### src/rtl/timed_halt_ctrl.sv
module timed_halt_ctrl #(
  parameter int TAP0     = 2,
  parameter int TAP_STEP = 2,
  parameter int SEL_W    = 2
) (
  input  logic             clk,
  input  logic             rst_n,
  input  logic             halt_wr,
  input  logic             mode_wr,
  input  logic             mode_slow,
  input  logic             imf,
  input  logic             tb_ie,
  input  logic             tb_en,
  input  logic [SEL_W-1:0] tap_sel,
  input  logic             wdt_irq,
  output logic             core_halt,
  output logic             periph_clk_en,
  output logic             halt_bit,
  output logic [1:0]       mode_o,
  output logic             tb_latch_set,
  output logic             irq_take,
  output logic             resume_seq
);
  localparam int NTAP = 1 << SEL_W;
  localparam int PW   = TAP0 + TAP_STEP*(NTAP-1) + 1;

  logic [PW-1:0]   presc;
  logic [NTAP-1:0] taps;
  logic [2:0]      sync;
  logic            halted, armed, slow, prev_slow, fall, wake_irq;

  for (genvar i = 0; i < NTAP; i++) begin : g_tap
    assign taps[i] = presc[TAP0 + TAP_STEP*i];
  end

  assign fall          = armed & sync[2] & ~sync[1];
  assign wake_irq      = imf & tb_ie & tb_en;
  assign core_halt     = halted;
  assign halt_bit      = halted;
  assign periph_clk_en = ~halted;
  assign mode_o        = halted ? 2'b10 : {1'b0, slow};

  always_ff @(posedge clk or negedge rst_n) begin
    if (!rst_n) begin
      presc        <= '0;
      sync         <= '0;
      halted       <= 1'b0;
      armed        <= 1'b0;
      slow         <= 1'b0;
      prev_slow    <= 1'b0;
      tb_latch_set <= 1'b0;
      irq_take     <= 1'b0;
      resume_seq   <= 1'b0;
    end else begin
      presc        <= presc + 1'b1;
      sync         <= {sync[1:0], taps[tap_sel]};
      armed        <= halted & ~fall;
      tb_latch_set <= 1'b0;
      irq_take     <= 1'b0;
      resume_seq   <= 1'b0;
      if (halted) begin
        if (fall) begin
          halted     <= 1'b0;
          slow       <= prev_slow;
          irq_take   <= wake_irq;
          resume_seq <= ~wake_irq;
        end
      end else if (halt_wr) begin
        if (!wdt_irq) begin
          halted       <= 1'b1;
          prev_slow    <= slow;
          tb_latch_set <= tb_en;
        end
      end else if (mode_wr) begin
        slow <= mode_slow;
      end
    end
  end
endmodule


### config.mk
export PLATFORM = sky130hd
export DESIGN_NAME = timed_halt_ctrl
export DESIGN_NICKNAME = d
export VERILOG_FILES = /design/src/rtl/timed_halt_ctrl.sv
export SDC_FILE = /design/constraint.sdc
export NUM_CORES = 1
export LEC_CHECK = 0
export CAP_MARGIN = 40
export CORE_MARGIN = 1.5
export CORE_UTILIZATION = 30
export DETAILED_ROUTE_END_ITERATION = 10
export PLACE_DENSITY_LB_ADDON = 0.3
export SLEW_MARGIN = 20
export SYNTH_ARGS = -nofsm -noshare
export SYNTH_HDL_FRONTEND = slang
export SYNTH_SLANG_ARGS = --single-unit
### constraint.sdc
create_clock -name clk -period 2.9 [get_ports clk]
set_clock_uncertainty 0.1 [all_clocks]
set_input_delay 0.58 -clock clk [delete_from_list [all_inputs] [get_ports clk]]
set_output_delay 0.58 -clock clk [all_outputs]
set_load 0.01 [all_outputs]
==> results of run 1 <==
## metrics by stage
stage	cell area [um2]	worst slack, ps	power (mW)
2_1_floorplan	742	1490	0.412
3_3_place_gp	942	949	0.499
3_5_place_dp	942	920	0.499
4_1_cts	970	698	0.633
5_1_grt	981	624	0.668
6_report	981	717	0.623
## power by group through the flow
| stage | sequential [mW] | combinational, mW | clock (mW) |
|---|---|---|---|
| floorplan | 0.328 | 0.0838 | 0 |
| global placement | 0.329 | 0.171 | 0 |
| detailed placement | 0.329 | 0.171 | 0 |
| CTS | 0.323 | 0.171 | 0.138 |
| global route | 0.329 | 0.189 | 0.150 |
| finish | 0.323 | 0.170 | 0.130 |
## worst max path at each step
stage / to / cells after the start / slack [ps] / from
floorplan: prev_slow / 3 / 1490 / halt_wr
global route: mode_o[0] / 2 / 620 / core_halt
finish: mode_o[0] / 2 / 720 / core_halt
global placement: prev_slow / 4 / 950 / halt_wr
CTS: mode_o[0] / 2 / 700 / core_halt
detailed placement: prev_slow / 4 / 920 / halt_wr
## synthesized netlist by cell type, types with 2 or more instances
| library cell | n | share of area, % |
|---|---|---|
| nand4_1 | 2 | 1.7 |
| a31oi_1 | 2 | 1.7 |
| buf_4 | 2 | 2.0 |
| inv_1 | 4 | 2.0 |
| dfrtp_1 | 19 | 64 |
| xnor2_1 | 6 | 7.1 |
| nand3_1 | 4 | 2.7 |
## cell families after synthesis
group,after synthesis,share of synthesized area (%)
flip-flops,19,64.1
AND/OR/NAND/NOR,17,14.3
XOR/XNOR,7,8.26
buffers and inverters,6,4.05
AO/OA/AOI/OAI,4,3.03
multiplexers,2,4.55
adder cells (fa/ha/maj),1,1.69
## state kept, by name (all words and copies together), names as in the netlist
register      flops
prev_slow         1
sync              3
presc             9
core_halt         1
resume_seq        1
armed             1
irq_take          1
slow              1
tb_latch_set      1
## per-layer routing
layer	up-vias	share of wire [%]	global-route usage [%]
li1	233	-	-
met1	245	41	12.5
met2	23	49	19.0
met3	0	9.7	4.86
met4	0	0	0
met5	-	0	0
## worst register-to-register path: cells and delay by family (launching register included)
| kind | cells | cell delay [ps] |
|---|---|---|
| simple gates | 1 | 540 |
| compound gates | 2 | 150 |
| flops | 1 | 460 |
## cell type report
class                      instances  area (um2)
timing repair buffer              19         191
sequential                        19         475
fill                             215        1290
tap                               28        35.0
clock buffer                       3        22.5
clock inverter                     1        5.00
inverter                           4        15.0
multi-input combinational         31         236
## cells in the final DEF, fill, tap and decap left out, types with 2 or more instances in the layout
cell type,count
clkbuf_4,3
dfrtp_1,19
nand3_1,4
inv_1,4
clkdlybuf4s50_1,18
xnor2_1,6
nand4_1,2
a31oi_1,2
==> flow_summary.ini, run 1 <==
[power]
internal_power_mw = 0.456
seqPwrFrac_pct = 51.8
p_clk_share_pct = 20.8
switchingPower_mw = 0.167
power_density_mw_per_mm2 = 635
swShare_pct = 26.9
ir_drop_uv = 323
p_leak_nw = 0.431
comb_power_share_pct = 27.3

[timing]
finalSetupViolCount = 0
relSlewSlack_pct = 70.4
hold_viol_final = 0
fmax_mhz = 458
tightestPinTransition_ps = 442
min_period_ps = 2180
finalCritPeriodShare_pct = 75.3
finalSetupTns_ps = 0
whs_ps = 256
rsz0062_at_grt = no
drv_slew = 0

[setup_path]
cp_top_family = buffers and inverters
path_buf_inv = 1
r2r_start = core_halt
r2r_setup_slack_ps = 1530
slowest_stage = clkdlybuf4s50_1
cpPeakStageDelay_ps = 520
critPathMaxFanout = 8
arrival_ps = 1500
critPathCaptureType = output pin
cp.required_ps = 2220
startpoint_type = register
r2r_cells = 3
crit_chain = and2b_2, clkdlybuf4s50_1
worst-setup-path-type = reg2out
r2r-end = slow

[placement]
hpwl_um = 906
port_buffers = 18
dp_cells = 100
gp_congestion = 0.736

[logic_synthesis]
synthArstFlopShare_pct = 100
synthFlopType = dfrtp_1
yosys_register_bits = 19
netlist_area_um2 = 742
yosysSeqAreaShare_pct = 64.1
synth_edf_count = 0
synth_fp_nets = 68
synth_cells = 56
ys_warn_count = 0
synth.avg_cell_area_um2 = 13.2
synth_cell_types = 24

[global_route]
grt_pass1_wl_um = 2150
grt_pass1_vias = 503
antenna_found_initial = 0
grt_max_degree = 20
grt_use_total_pct = 10.7
grt-ovfl-total = 0

[worst_hold_path]
min_from = sync[0]
min_to = sync[1]
holdPathStages = 0
hp-class = reg2reg

[floorplan]
start_util_pct = 32.6
dieWidth_um = 52.7
fp.dieH_um = 52.7
die_area_mm2 = 0.00278
num_io_pins = 19
core_area_mm2 = 0.00228
row_count = 17

[detailed_routing]
wl_per_cell_um = 12.2
drtPass1Iterations = 4
vias_per_cell = 4.77
drt_iter0_markers = 11
ant_nets = 0
drt-total-wl_um = 1280
drc = 0
vias = 501

[cts]
cts_resized = 0
post-cts-setup-buffers = 0
clock_path_buffers = 2
cts_sinks = 19
ctsRootBufferMaster = clkbuf_4
ctsHoldBuffers = 0
cts_max_level = 1
clk_latency_ps = 290
cts_buffers = 3
path_clk_slew_ps = 100
cts_tree = done

[layout]
final_core_utilization_pct = 43.1
nets = 90
final_cell_count_no_fill = 105
insertedDiodeCount = 0
syn2layout_area_growth_pct = 32.2
drive_above_1_share_pct = 11.7

[run]
drv_cap = 0

[status]
outcome = finished clean
No activity file was read; power rests on OpenSTA's default activity.
==> run 2, diff against run 1 <==
==> constraint.sdc (replaced) <==
create_clock -name clk -period 2 [get_ports clk]
set_clock_uncertainty 0.1 [all_clocks]
set_input_delay 0.4 -clock clk [delete_from_list [all_inputs] [get_ports clk]]
set_output_delay 0.4 -clock clk [all_outputs]
set_load 0.01 [all_outputs]
==> run 2 against run 1 <==
  * First-iteration DRC count down 64%
  * Clock-buffer cell count is the same
  * Sequential power is 44% higher
  * Hold slack is essentially flat
  * Register-to-register slack worse by 1000 ps
  * Die area unchanged
  * Power increased by 50%
  * Critical endpoint is now periph_clk_en
  * Highest routed layer is now met4
==> flow_summary.ini, run 2 (synthesis results as in run 1) <==
[worst_hold_path]
min_from = sync[0]
hp-class = reg2reg
min_to = sync[1]
holdPathStages = 0

[layout]
reg_top3 = presc x9, sync x3
syn2layout_area_growth_pct = 34.2
final_cell_mix = 18 x dfrtp_1, 17 x clkdlybuf4s50_1, 6 x xnor2_1
drive_above_1_share_pct = 15.2
nets = 92
final_common_cell = dfrtp_1
largest_reg_flops = 9
ff_latch_area_um2 = 477
nFillCells = 210
multi_input_area_um2 = 236
insertedDiodeCount = 0
regMostFlops = presc
fin_area_um2 = 996
final_core_utilization_pct = 43.8

[setup_path]
r2r_setup_slack_ps = 530
arrival_ps = 1370
critPathCaptureType = output pin
r2r-end = slow
crit_chain = inv_1, clkdlybuf4s50_1
cp.required_ps = 1500
cpPeakStageDelay_ps = 540
path_buf_inv = 2
slowest_stage = clkdlybuf4s50_1
critPathMaxFanout = 5
worst-setup-path-type = reg2out
r2r_cells = 4
cp_top_family = buffers and inverters
r2r_start = core_halt
startpoint_type = register
worst-path-stages = 2

[global_route]
grt_pass1_vias = 567
antenna_found_initial = 0
grt-ovfl-total = 0
grt_max_degree = 20
grt_pass1_wl_um = 2280
grt_use_total_pct = 11.5

[cts]
ctsRootBufferMaster = clkbuf_4
cts_buffers = 3
path_clk_slew_ps = 100
cts_tree = done
clk_latency_ps = 290
clock_path_buffers = 2
cts_max_level = 1
cts_sinks = 19

[floorplan]
start_util_pct = 32.6
num_io_pins = 19
die_area_mm2 = 0.00278
core_area_mm2 = 0.00228
fp.dieH_um = 52.7
row_count = 17
dieWidth_um = 52.7

[timing]
rsz0062_at_grt = no
min_period_ps = 1870
fmax_mhz = 534
finalSetupTns_ps = 0
tightestPinTransition_ps = 292
relSlewSlack_pct = 80.4
hold_viol_final = 0
finalSetupViolCount = 0
final.setup.worst_slack_ps = 126
drv_slew = 0
finalCritPeriodShare_pct = 93.7

[power]
ir_drop_uv = 432
p_leak_nw = 0.453
power_density_mw_per_mm2 = 940

[detailed_routing]
drc = 0
ant_nets = 0
drt-total-wl_um = 1320
vias_per_cell = 4.66
vias = 499
drtPass1Iterations = 4
wl_per_cell_um = 12.3
drt_iter0_markers = 4

[status]
outcome = finished clean

[placement]
dp_worst_setup_slack_ps = 190
dpl_cell_area_um2 = 950
port_buffers = 18
gp_congestion = 0.718

[run]
drv_cap = 0
run 2: metal layers:
metal	vias up	GRT usage [%]	share of wire (%)
li1	236	-	-
met1	237	12.4	42
met2	24	20.4	49
met3	2	4.86	8.8
met4	0	2.99	0.76
met5	-	0	0
run 2: repair_timing:
action | in CTS | in global routing
setup buffers | 2 | 0
hold buffers | 0 | 0
endpoints found under the setup margin | 1 | 1
resized for setup | 1 | 1
run 2: stage by stage:
stage	total power [mW]	cells	hold WS [ps]
after floorplan	0.597	56	4.41
after global routing	1.00	107	266
after global placement	0.726	101	233
after CTS	0.961	107	256
after detailed placement	0.732	101	237
final	0.936	107	257
run 2: worst reg2reg max path, stage by stage (launching register included):
cell and delay, ps:
dfrtp_2 440, buf_4 140, or4b_1 530, o21ai_0 90, a21oi_1 60
run 2: final cells by class:
cell class                 count  share of cell area, %
sequential                    19                   47.9
multi-input combinational     31                   23.7
timing repair buffer          21                   20.6
tap                           28                   3.52
clock buffer                   3                   2.26
inverter                       4                   1.51
clock inverter                 1                  0.503
run 2: how the worst max path moves through the flow:
stage | startpoint | end | slack, ps
floorplan | core_halt | slow | 690
global placement | halt_wr | prev_slow | 230
detailed placement | halt_wr | prev_slow | 190
CTS | core_halt | mode_o[0] | 20
global route | core_halt | periph_clk_en | 50
finish | core_halt | periph_clk_en | 130
run 2: where the power goes:
group	total [mW]	internal (mW)	switching (mW)
clock network	0.190	0.0745	0.115
logic	0.282	0.177	0.105
registers	0.464	0.434	0.0301
total	0.936	0.685	0.251
